--- config.mk ---
export PLATFORM = sky130hd
export DESIGN_NAME = ca_pattern_gen
export DESIGN_NICKNAME = d
export VERILOG_FILES = /design/src/rtl/ca_pkg.sv /design/src/rtl/ca_ctrl.sv /design/src/rtl/ca_cells.sv /design/src/rtl/ca_pattern_gen.sv
export SDC_FILE = /design/constraint.sdc
export NUM_CORES = 1
export LEC_CHECK = 0
export ABC_AREA = 1
export BUFFER_PORTS_ARGS = -buffer_cell sky130_fd_sc_hd__buf_4
export CAP_MARGIN = 20
export CORE_AREA = 4 4 41 43
export CTS_CLUSTER_SIZE = 8
export DETAILED_ROUTE_END_ITERATION = 10
export DIE_AREA = 0 0 45 47
export GPL_TIMING_DRIVEN = 0
export PLACE_DENSITY = 0.42
export SETUP_SLACK_MARGIN = 0.2
export SLEW_MARGIN = 20
export SYNTH_ARGS = -nofsm -noshare
export SYNTH_HDL_FRONTEND = slang
export SYNTH_SLANG_ARGS = --single-unit
--- constraint.sdc ---
create_clock -name clk -period 1.1 [get_ports clk]
set_input_delay 0.165 -clock clk [delete_from_list [all_inputs] [get_ports clk]]
set_output_delay 0.165 -clock clk [all_outputs]
set_load 0.01 [all_outputs]
--- src/rtl/ca_pkg.sv ---
package ca_pkg;

  // Strobes from the control to the cell array
  typedef struct packed {
    logic loadSeed;  // overwrite the cells with the load word
    logic step;      // advance all cells one generation
  } caStrobe_t;

endpackage

--- src/rtl/ca_ctrl.sv ---
module ca_ctrl
  import ca_pkg::*;
#(
  parameter int CELLS = 4
) (
  input  logic             seedLoad,
  input  logic             enable,
  input  logic [CELLS-1:0] seedValue,
  output caStrobe_t        strobe,
  output logic [CELLS-1:0] loadWord
);

  localparam logic [CELLS-1:0] SAFE_SEED = CELLS'(1);

  logic seedIsZero;

  assign seedIsZero = (seedValue == '0);

  // Seed load wins over stepping
  always_comb begin
    strobe.loadSeed = seedLoad;
    strobe.step     = enable & ~seedLoad;
  end

  // A zero seed would lock up the automaton
  assign loadWord = seedIsZero ? SAFE_SEED : seedValue;

endmodule

--- src/rtl/ca_cells.sv ---
module ca_cells
  import ca_pkg::*;
#(
  parameter int               CELLS    = 4,
  parameter logic [CELLS-1:0] RULE_MAP = 4'b0101
) (
  input  logic             clk,
  input  logic             rst,
  input  caStrobe_t        strobe,
  input  logic [CELLS-1:0] loadWord,
  output logic [CELLS-1:0] state
);

  localparam logic [CELLS-1:0] RESET_WORD = CELLS'(1);

  logic [CELLS-1:0] nextGen;
  logic [CELLS-1:0] leftIn;
  logic [CELLS-1:0] rightIn;

  // Neighbour wiring with null boundaries
  for (genvar i = 0; i < CELLS; i++) begin : g_nbr
    if (i == 0) begin : g_leftEdge
      assign leftIn[i] = 1'b0;
    end else begin : g_leftInner
      assign leftIn[i] = state[i-1];
    end
    if (i == CELLS - 1) begin : g_rightEdge
      assign rightIn[i] = 1'b0;
    end else begin : g_rightInner
      assign rightIn[i] = state[i+1];
    end
  end

  // Per-cell rule chosen at elaboration
  for (genvar i = 0; i < CELLS; i++) begin : g_rule
    if (RULE_MAP[i]) begin : g_r150
      assign nextGen[i] = leftIn[i] ^ state[i] ^ rightIn[i];
    end else begin : g_r90
      assign nextGen[i] = leftIn[i] ^ rightIn[i];
    end
  end

  always_ff @(posedge clk) begin
    if (rst) begin
      state <= RESET_WORD;
    end else if (strobe.loadSeed) begin
      state <= loadWord;
    end else if (strobe.step) begin
      state <= nextGen;
    end
  end

endmodule

--- src/rtl/ca_pattern_gen.sv ---
module ca_pattern_gen
  import ca_pkg::*;
#(
  parameter int               CELLS    = 4,
  parameter logic [CELLS-1:0] RULE_MAP = 4'b0101
) (
  input  logic             clk,
  input  logic             rst,
  input  logic             seedLoad,
  input  logic [CELLS-1:0] seedValue,
  input  logic             enable,
  output logic [CELLS-1:0] pattern
);

  caStrobe_t        strobe;
  logic [CELLS-1:0] loadWord;

  ca_ctrl #(.CELLS(CELLS)) uCtrl (
    .seedLoad (seedLoad),
    .enable   (enable),
    .seedValue(seedValue),
    .strobe   (strobe),
    .loadWord (loadWord)
  );

  ca_cells #(.CELLS(CELLS), .RULE_MAP(RULE_MAP)) uCells (
    .clk     (clk),
    .rst     (rst),
    .strobe  (strobe),
    .loadWord(loadWord),
    .state   (pattern)
  );

endmodule

# Yosys cells after proc, flatten, opt, wreduce, memory -nomap -nowiden
# Index checks and enable logic that the tools add are counted.
# classes
n_div	0
shift	0
muxes	3
n_reduce_logical	2
magnitude_cmp	0
bitwise	6
multipliers	0
add_sub_neg	0
n_eq_ne	0
# op_table
operator	n
$mux 4	3
$logic_not 4->1	1
$xor 1x1->1	4
$reduce_bool 2->1	1
$and 1x1->1	1
$not 1->1	1
# totals
latchBits	0
mem_bits_ro	0
reg_bits	4
n_memories	0
word_cells	12
input_bits	8
out_inout_bits	4
mem_bits_rw	0

# Logic depth before layout (Yosys ltp)
# Gate-level depths: netlist (run 1).
# logic_depth
word_depth	4
depth_mapped	6
depth_no_buf	6

# Modules after synthesis
# A second synthesis (run 1) with hierarchy kept.
# unflattened
cells_unflattened	43
area_unflattened_um2	265.3
# by_module_without_submodules
module	n_inst	cells_each	seq_area_each_um2	area_each_um2
ca_cells	1	32	80.1	220.2
ca_ctrl	1	11	0.0	45.0

# Least setup slack after synthesis (run 1)
# No wires, ideal clock.
# synth_path
path_type	register -> register
startpoint	reg uCells.state[2]
endpoint	reg uCells.state[2]
path_buffers	0
path_stages_with_launch	7
arrival_time_ps	814
setup_ps	70
path_slack_ps	217
required_ps	1030
synth_period_minus_slack_ps	883
cell_sequence	dfxtp_1 -> inv_1 -> nand2_1 -> nand2_1 -> nand2_1 -> nand3_1 -> a21oi_1
# synth_via
elab_chain_cells	4
# synth_lines
item	line_no	source
start, declared	ca_cells.sv:11	output logic [CELLS-1:0] state
start signal, assigned	ca_cells.sv:47	state <= loadWord;
start signal, assigned	ca_cells.sv:49	state <= nextGen;
$xor 1x1->1 (2 in a row)	ca_cells.sv:37	assign nextGen[i] = leftIn[i] ^ state[i] ^ rightIn[i];
$mux 4	ca_cells.sv:48	end else if (strobe.step) begin
$mux 4	ca_cells.sv:46	end else if (strobe.loadSeed) begin
# No other way between the ends. The select of a mux whose other input is x is not followed.
# A chain may end at the register's enable or synchronous reset.

# Worst setup path in the final report (run 1)
# layout_path
startpoint	reg uCells.state[1]
endpoint	out pattern[1]
# layout_rtl
item	line_no	source
end, declared	ca_pattern_gen.sv:12	output logic [CELLS-1:0] pattern
# No word-level cell between the ends.

==> flow_metrics.py, run 1 <==
metrics = {
    "status": {
        "status": "finished clean",
    },
    "worst_setup_path": {
        "path_cells": "buf_6",
        "max_stage_delay_ps": 360,
        "ff2ff_setup_slack_ps": 250,
        "end_kind": "primary output",
        "critPathArrivalTime_ps": 710,
        "required_ps": 940,
        "ff2ff_path_depth": 6,
        "crit_slowest_cell": "dfxtp_4",
        "path_max_fanout": 6,
        "path_class": "register to primary output",
        "cp_top_family": "flip-flops",
        "startpoint_type": "register",
        "path_buf_inv": 1,
        "reg2reg_to": "uCells.state[2]",
        "r2r-start": "uCells.state[2]",
    },
    "timing": {
        "max_clock_freq_ghz": 1.147,
        "rsz0062_at_grt": "true",
        "hold_viol_final": 0,
        "worst_pin_slew_ps": 173.1,
        "drv_slew": 0,
        "setup_violations": 0,
        "slew_headroom": 0.8841,
        "period_minus_slack_ps": 871.9,
        "period_share": 0.7926,
        "tns_ps": 0,
        "finClkSkew_ps": 2.525,
    },
    "logic_synthesis": {
        "synth.largest_area_cell": "dfxtp_1",
        "yosys-top-cells-area": "dfxtp_1 35%, nand2_1 20%, inv_1 9.8%",
        "synth_cell_types": 11,
        "synth_seq_area_share": 0.3497,
        "syn-instance-count": 36,
        "syn_nets": 44,
        "synth-seq-cells": 4,
        "yosys.area.top_type_share": 0.3497,
        "yosysWarnings": 0,
        "syn_area_per_cell_um2": 6.360,
        "syn_area_um2": 229.0,
    },
    "finish": {
        "largest-register": "uCells.state",
        "stdcell_count": 65,
        "final_nets": 60,
        "final_common_cell": "nand2_1",
        "multiInputGateArea_um2": 126.4,
        "reg.largest.list": "uCells.state: 4 flops",
        "fillCellCount": 155,
        "largest_reg_flops": 4,
        "seqCellArea_um2": 90.09,
        "diodes": 0,
        "drive_gt1_frac": 0.4000,
        "syn2layout_area_growth_pct": 61.75,
        "most-common-layout-cells": "12 x nand2_1, 9 x buf_4, 6 x inv_1, 4 x nand3_1, 3 x clkbuf_4",
        "final_core_util": 0.2846,
    },
    "cts": {
        "cts-buffers-inserted": 3,
        "clock_latency_ps": 230,
        "cts_root_buf": "clkbuf_4",
        "clk_pin_slew_ps": 40,
        "cts_hold_buf": 0,
        "tritoncts": "built",
        "htree_levels": 1,
        "clock-sinks": 4,
        "cts.path.max_buffers": 2,
    },
    "global_route": {
        "grt_pass1_vias": 250,
        "grt_util_all_layers": 0.06703,
        "antenna_found_initial": 0,
        "grt_overflow": 0,
        "grt_max_degree": 8,
        "grt_pass1_wl_um": 952,
    },
    "place": {
        "dpl.cell_count": 62,
        "dp_hpwl_um": 494.7,
        "io_buffer_count": 11,
        "gp_congestion": 0.7552,
    },
    "floorplan": {
        "fp.coreArea_um2": 1301,
        "ios": 12,
        "die_h_um": 47,
        "die_w_um": 45,
        "row_count": 13,
        "start_util": 0.1760,
        "dieArea_um2": 2115,
    },
    "job": {
        "drv_cap": 0,
    },
    "hold_path": {
        "hold_end": "uCells.state[2]",
        "hold_start": "rst",
        "hp-class": "input port to register",
        "hold_depth": 2,
    },
    "routing": {
        "vias_per_cell": 4.231,
        "remaining_drc_errors": 0,
        "first_iter_violations": 6,
        "totalWireLength_um": 600,
        "num_vias": 275,
        "wl_per_cell_um": 9.231,
        "postRouteAntennaNets": 0,
        "drt_first_pass_iters": 2,
    },
    "pwr": {
        "p_per_area_nw_per_um2": 1195,
        "power_mw": 0.4427,
        "ir_drop_mv": 0.5206,
        "p_leak_nw": 0.1767,
    },
}
-- final cells by class --
| type | instances | area share |
|---|---|---|
| multi-input cells | 26 | 0.3412 |
| flip-flops and latches | 4 | 0.2432 |
| repair buffers | 11 | 0.2432 |
| clock buffers | 3 | 0.06081 |
| inverters | 6 | 0.06081 |
| well taps | 15 | 0.05068 |
-- cell families (layout without fill, tap and decap cells) --
kind of cell | Yosys count | after routing | synth area share
simple gates | 19 | 19 | 0.3606
flops | 4 | 4 | 0.3497
compound gates | 7 | 7 | 0.1912
buf+inv | 6 | 20 | 0.09835
-- worst max path at each step --
| stage | startpoint | end | slack [ps] | depth (start not counted) |
|---|---|---|---|---|
| floorplan | uCells.state[2] | uCells.state[2] | 220 | 6 |
| CTS | uCells.state[2] | pattern[2] | 190 | 1 |
| global placement | uCells.state[2] | uCells.state[2] | 150 | 6 |
| finish | uCells.state[1] | pattern[1] | 230 | 1 |
| global route | uCells.state[2] | uCells.state[2] | 190 | 6 |
| detailed placement | uCells.state[2] | uCells.state[2] | 180 | 6 |
-- per-layer routing --
metal | wire length (um) | global-route usage | vias to the layer above
li1 | - | - | 148
met1 | 244 | 0.06335 | 116
met2 | 289 | 0.1045 | 9
met3 | 60 | 0.01916 | 2
met4 | 5 | 0.08772 | 0
met5 | 0 | 0 | -
-- stage by stage --
stage                     worst slack (ps)  cell area [um^2]  hold WS (ps)
after floorplan                      216.6             229.0         234.1
after global placement               148.0             330.3         362.6
after detailed placement             176.5             330.3         358.3
after CTS                            189.5             360.3         104.6
after global routing                 193.9             370.4         98.68
final                                228.1             370.4         110.0
-- synthesized netlist by cell type --
library cell / count
nor2_2: 2
a22oi_1: 1
o21ai_0: 1
nand2_1: 12
a31oi_1: 2
inv_1: 6
a31o_1: 1
a21oi_1: 2
nand3_1: 4
dfxtp_1: 4
nor3_1: 1
-- report_power, final --
group          internal [mW]  switching (mW)  total, mW  leakage, nW
logic                 0.0508          0.0428     0.0936        0.128
registers              0.157          0.0148      0.172       0.0345
clock network          0.122          0.0554      0.177       0.0138
-- timing repair --
item | CTS | global route
setup buffers | 0 | 0
setup endpoints to repair | 5 | 3
gates resized for setup | 5 | 3
Note: power is estimated with default switching activity, not from simulation.
==> run 2: changes to the inputs <==
--- a/config.mk
+++ b/config.mk
@@ -13,7 +13,7 @@
 export DETAILED_ROUTE_END_ITERATION = 10
 export DIE_AREA = 0 0 45 47
 export GPL_TIMING_DRIVEN = 0
-export PLACE_DENSITY = 0.42
+export PLACE_DENSITY = 0.43
 export SETUP_SLACK_MARGIN = 0.2
 export SLEW_MARGIN = 20
 export SYNTH_ARGS = -nofsm -noshare
==> constraint.sdc (replaced) <==
create_clock -name clk -period 0.8 [get_ports clk]
set_input_delay 0.12 -clock clk [delete_from_list [all_inputs] [get_ports clk]]
set_output_delay 0.12 -clock clk [all_outputs]
set_load 0.01 [all_outputs]
==> run 2 against run 1 <==
Against the previous run:
- critical endpoint unchanged
- combinational power increased by 50%
- clock skew is essentially flat
- sequential power is 39% higher
- the flow now finishes with violations (negative setup slack)
- worst hold slack worse by 44 ps
- first-iteration DRC count is the same
- total power grew 41%
- critical path type unchanged
- sequential share of layout area down 0.61 points
==> flow_metrics.py, run 2 (same netlist as run 1, synthesis figures left out) <==
metrics = {
    "worst_setup_path": {
        "ff2ff_setup_slack_ps": -40,
        "path_cells": "buf_6",
        "end_kind": "primary output",
        "path_class": "register to primary output",
        "critical_path_depth": 1,
        "max_stage_delay_ps": 380,
        "cp_top_family": "flip-flops",
        "crit_slowest_cell": "dfxtp_4",
        "ff2ff_path_depth": 6,
        "reg2reg_to": "uCells.state[2]",
        "path_buf_inv": 1,
        "path_max_fanout": 6,
        "startpoint": "uCells.state[1]",
        "cp-endpoint": "pattern[1]",
        "required_ps": 680,
        "r2r-start": "uCells.state[2]",
        "critPathArrivalTime_ps": 720,
        "startpoint_type": "register",
    },
    "global_route": {
        "grt_max_degree": 8,
        "use_met2": 0.08757,
        "grt_util_all_layers": 0.07583,
        "busiest_layer": "met1",
        "grt_pass1_wl_um": 1035,
        "met1_usage": 0.09318,
        "grt_overflow": 0,
        "grt_pass1_vias": 254,
        "met3_usage": 0.06897,
        "antenna_found_initial": 0,
    },
    "cts": {
        "cts.path.max_buffers": 2,
        "cts_root_buf": "clkbuf_4",
        "clk_pin_slew_ps": 40,
        "cts-buffers-inserted": 3,
        "clock_latency_ps": 230,
        "clock-sinks": 4,
        "tritoncts": "built",
        "htree_levels": 1,
    },
    "status": {
        "violations": "negative setup slack",
        "status": "complete, but fails checks",
    },
    "routing": {
        "totalWireLength_um": 633,
        "first_iter_violations": 6,
        "vias_per_cell": 4.364,
        "num_vias": 288,
        "wl_per_cell_um": 9.591,
        "drt_first_pass_iters": 2,
        "remaining_drc_errors": 0,
        "postRouteAntennaNets": 0,
    },
    "finish": {
        "reg.largest.list": "uCells.state: 4 flops",
        "diodes": 0,
        "most-common-layout-cells": "11 x nand2_1, 8 x buf_4, 4 x inv_1, 4 x nand3_1, 4 x buf_6",
        "final_nets": 61,
        "multiInputGateArea_um2": 128.9,
        "final_common_cell": "nand2_1",
        "largest_reg_flops": 4,
        "seqCellArea_um2": 92.59,
        "largest-register": "uCells.state",
        "syn2layout_area_growth_pct": 70.49,
        "drive_gt1_frac": 0.4706,
        "fillCellCount": 148,
    },
    "timing": {
        "slew_headroom": 0.8821,
        "layout_setup_ws_ps": -40.00,
        "max_clock_freq_ghz": 1.190,
        "setup_violations": 4,
        "period_minus_slack_ps": 840.0,
        "rsz0062_at_grt": "true",
        "worst_pin_slew_ps": 175.0,
        "tns_ps": -124.2,
        "drv_slew": 0,
        "finClkSkew_ps": 2.560,
        "period_share": 1.050,
        "hold_viol_final": 0,
        "timing.hold.ws_ps": 66.50,
    },
    "place": {
        "gp_congestion": 0.6414,
        "dp_hpwl_um": 512.5,
        "io_buffer_count": 11,
    },
    "pwr": {
        "p_leak_nw": 0.1846,
        "p_seq_frac": 0.384,
        "ir_drop_mv": 0.6661,
        "p_per_area_nw_per_um2": 1594,
        "power_switching_mw": 0.1614,
        "swShare": 0.2593,
        "p_int_mw": 0.4609,
        "p_clk_frac": 0.392,
        "p_comb_frac": 0.224,
    },
    "floorplan": {
        "die_w_um": 45,
        "fp.coreArea_um2": 1301,
        "row_count": 13,
        "dieArea_um2": 2115,
        "die_h_um": 47,
        "start_util": 0.1760,
        "ios": 12,
    },
    "hold_path": {
        "hp-class": "input port to register",
        "hold_start": "rst",
    },
    "job": {
        "drv_cap": 0,
    },
}
run 2: cell count changes in the layout (fill, tap and decap cells not counted):
cell,delta
buf_4,-1
buf_6,+2
dfxtp_2,-1
dfxtp_4,+1
inv_1,-2
inv_2,+2
nand2_1,-1
nand2_2,+1
run 2: how the worst min path moves through the flow:
stage                            endpoint  slack [ps]  cells after the start
after floorplan           uCells.state[2]         180                      1
after global placement    uCells.state[2]         310                      2
after detailed placement  uCells.state[2]         310                      2
after CTS                 uCells.state[2]          60                      2
after global routing      uCells.state[2]          60                      2
final                     uCells.state[2]          70                      2
run 2: per-stage QoR:
step	cells	setup WS (ps)	total power, mW	util	instance area [um^2]
global route	66	-107.1	0.6748	0.3000	390.4
floorplan	36	11.99	0.2962	-	241.5
finish	66	-40.00	0.6223	0.3000	390.4
CTS	66	-51.56	0.6415	0.2981	387.9
detailed placement	62	-34.23	0.3682	0.2635	342.8
global placement	62	-53.51	0.3699	0.2635	342.8
run 2: area by class of cell:
type | count | area share
Sequential cell | 4 | 0.2372
Tap cell | 15 | 0.04808
Multi-Input combinational cell | 26 | 0.3301
Clock buffer | 3 | 0.05769
Inverter | 6 | 0.05769
Timing Repair Buffer | 12 | 0.2692
run 2: layer usage:
layer / routed length, um / up-vias
li1: - / 148
met1: 308 / 129
met2: 259 / 11
met3: 65 / 0
met4: 0 / 0
met5: 0 / -
run 2: timing repair:
action | in CTS | in global routing
gates resized for setup | 4 | 1
endpoints found under the setup margin | 8 | 8
hold buffers | 0 | 0
buffers inserted | 1 | 0
pin swaps | 1 | 2
run 2: power groups by stage:
stage / clock network (mW) / registers [mW] / logic [mW]
2_1_floorplan: 0 / 0.243 / 0.0537
3_3_place_gp: 0 / 0.242 / 0.128
3_5_place_dp: 0 / 0.241 / 0.127
4_1_cts: 0.261 / 0.240 / 0.141
5_1_grt: 0.279 / 0.242 / 0.153
6_report: 0.244 / 0.239 / 0.140
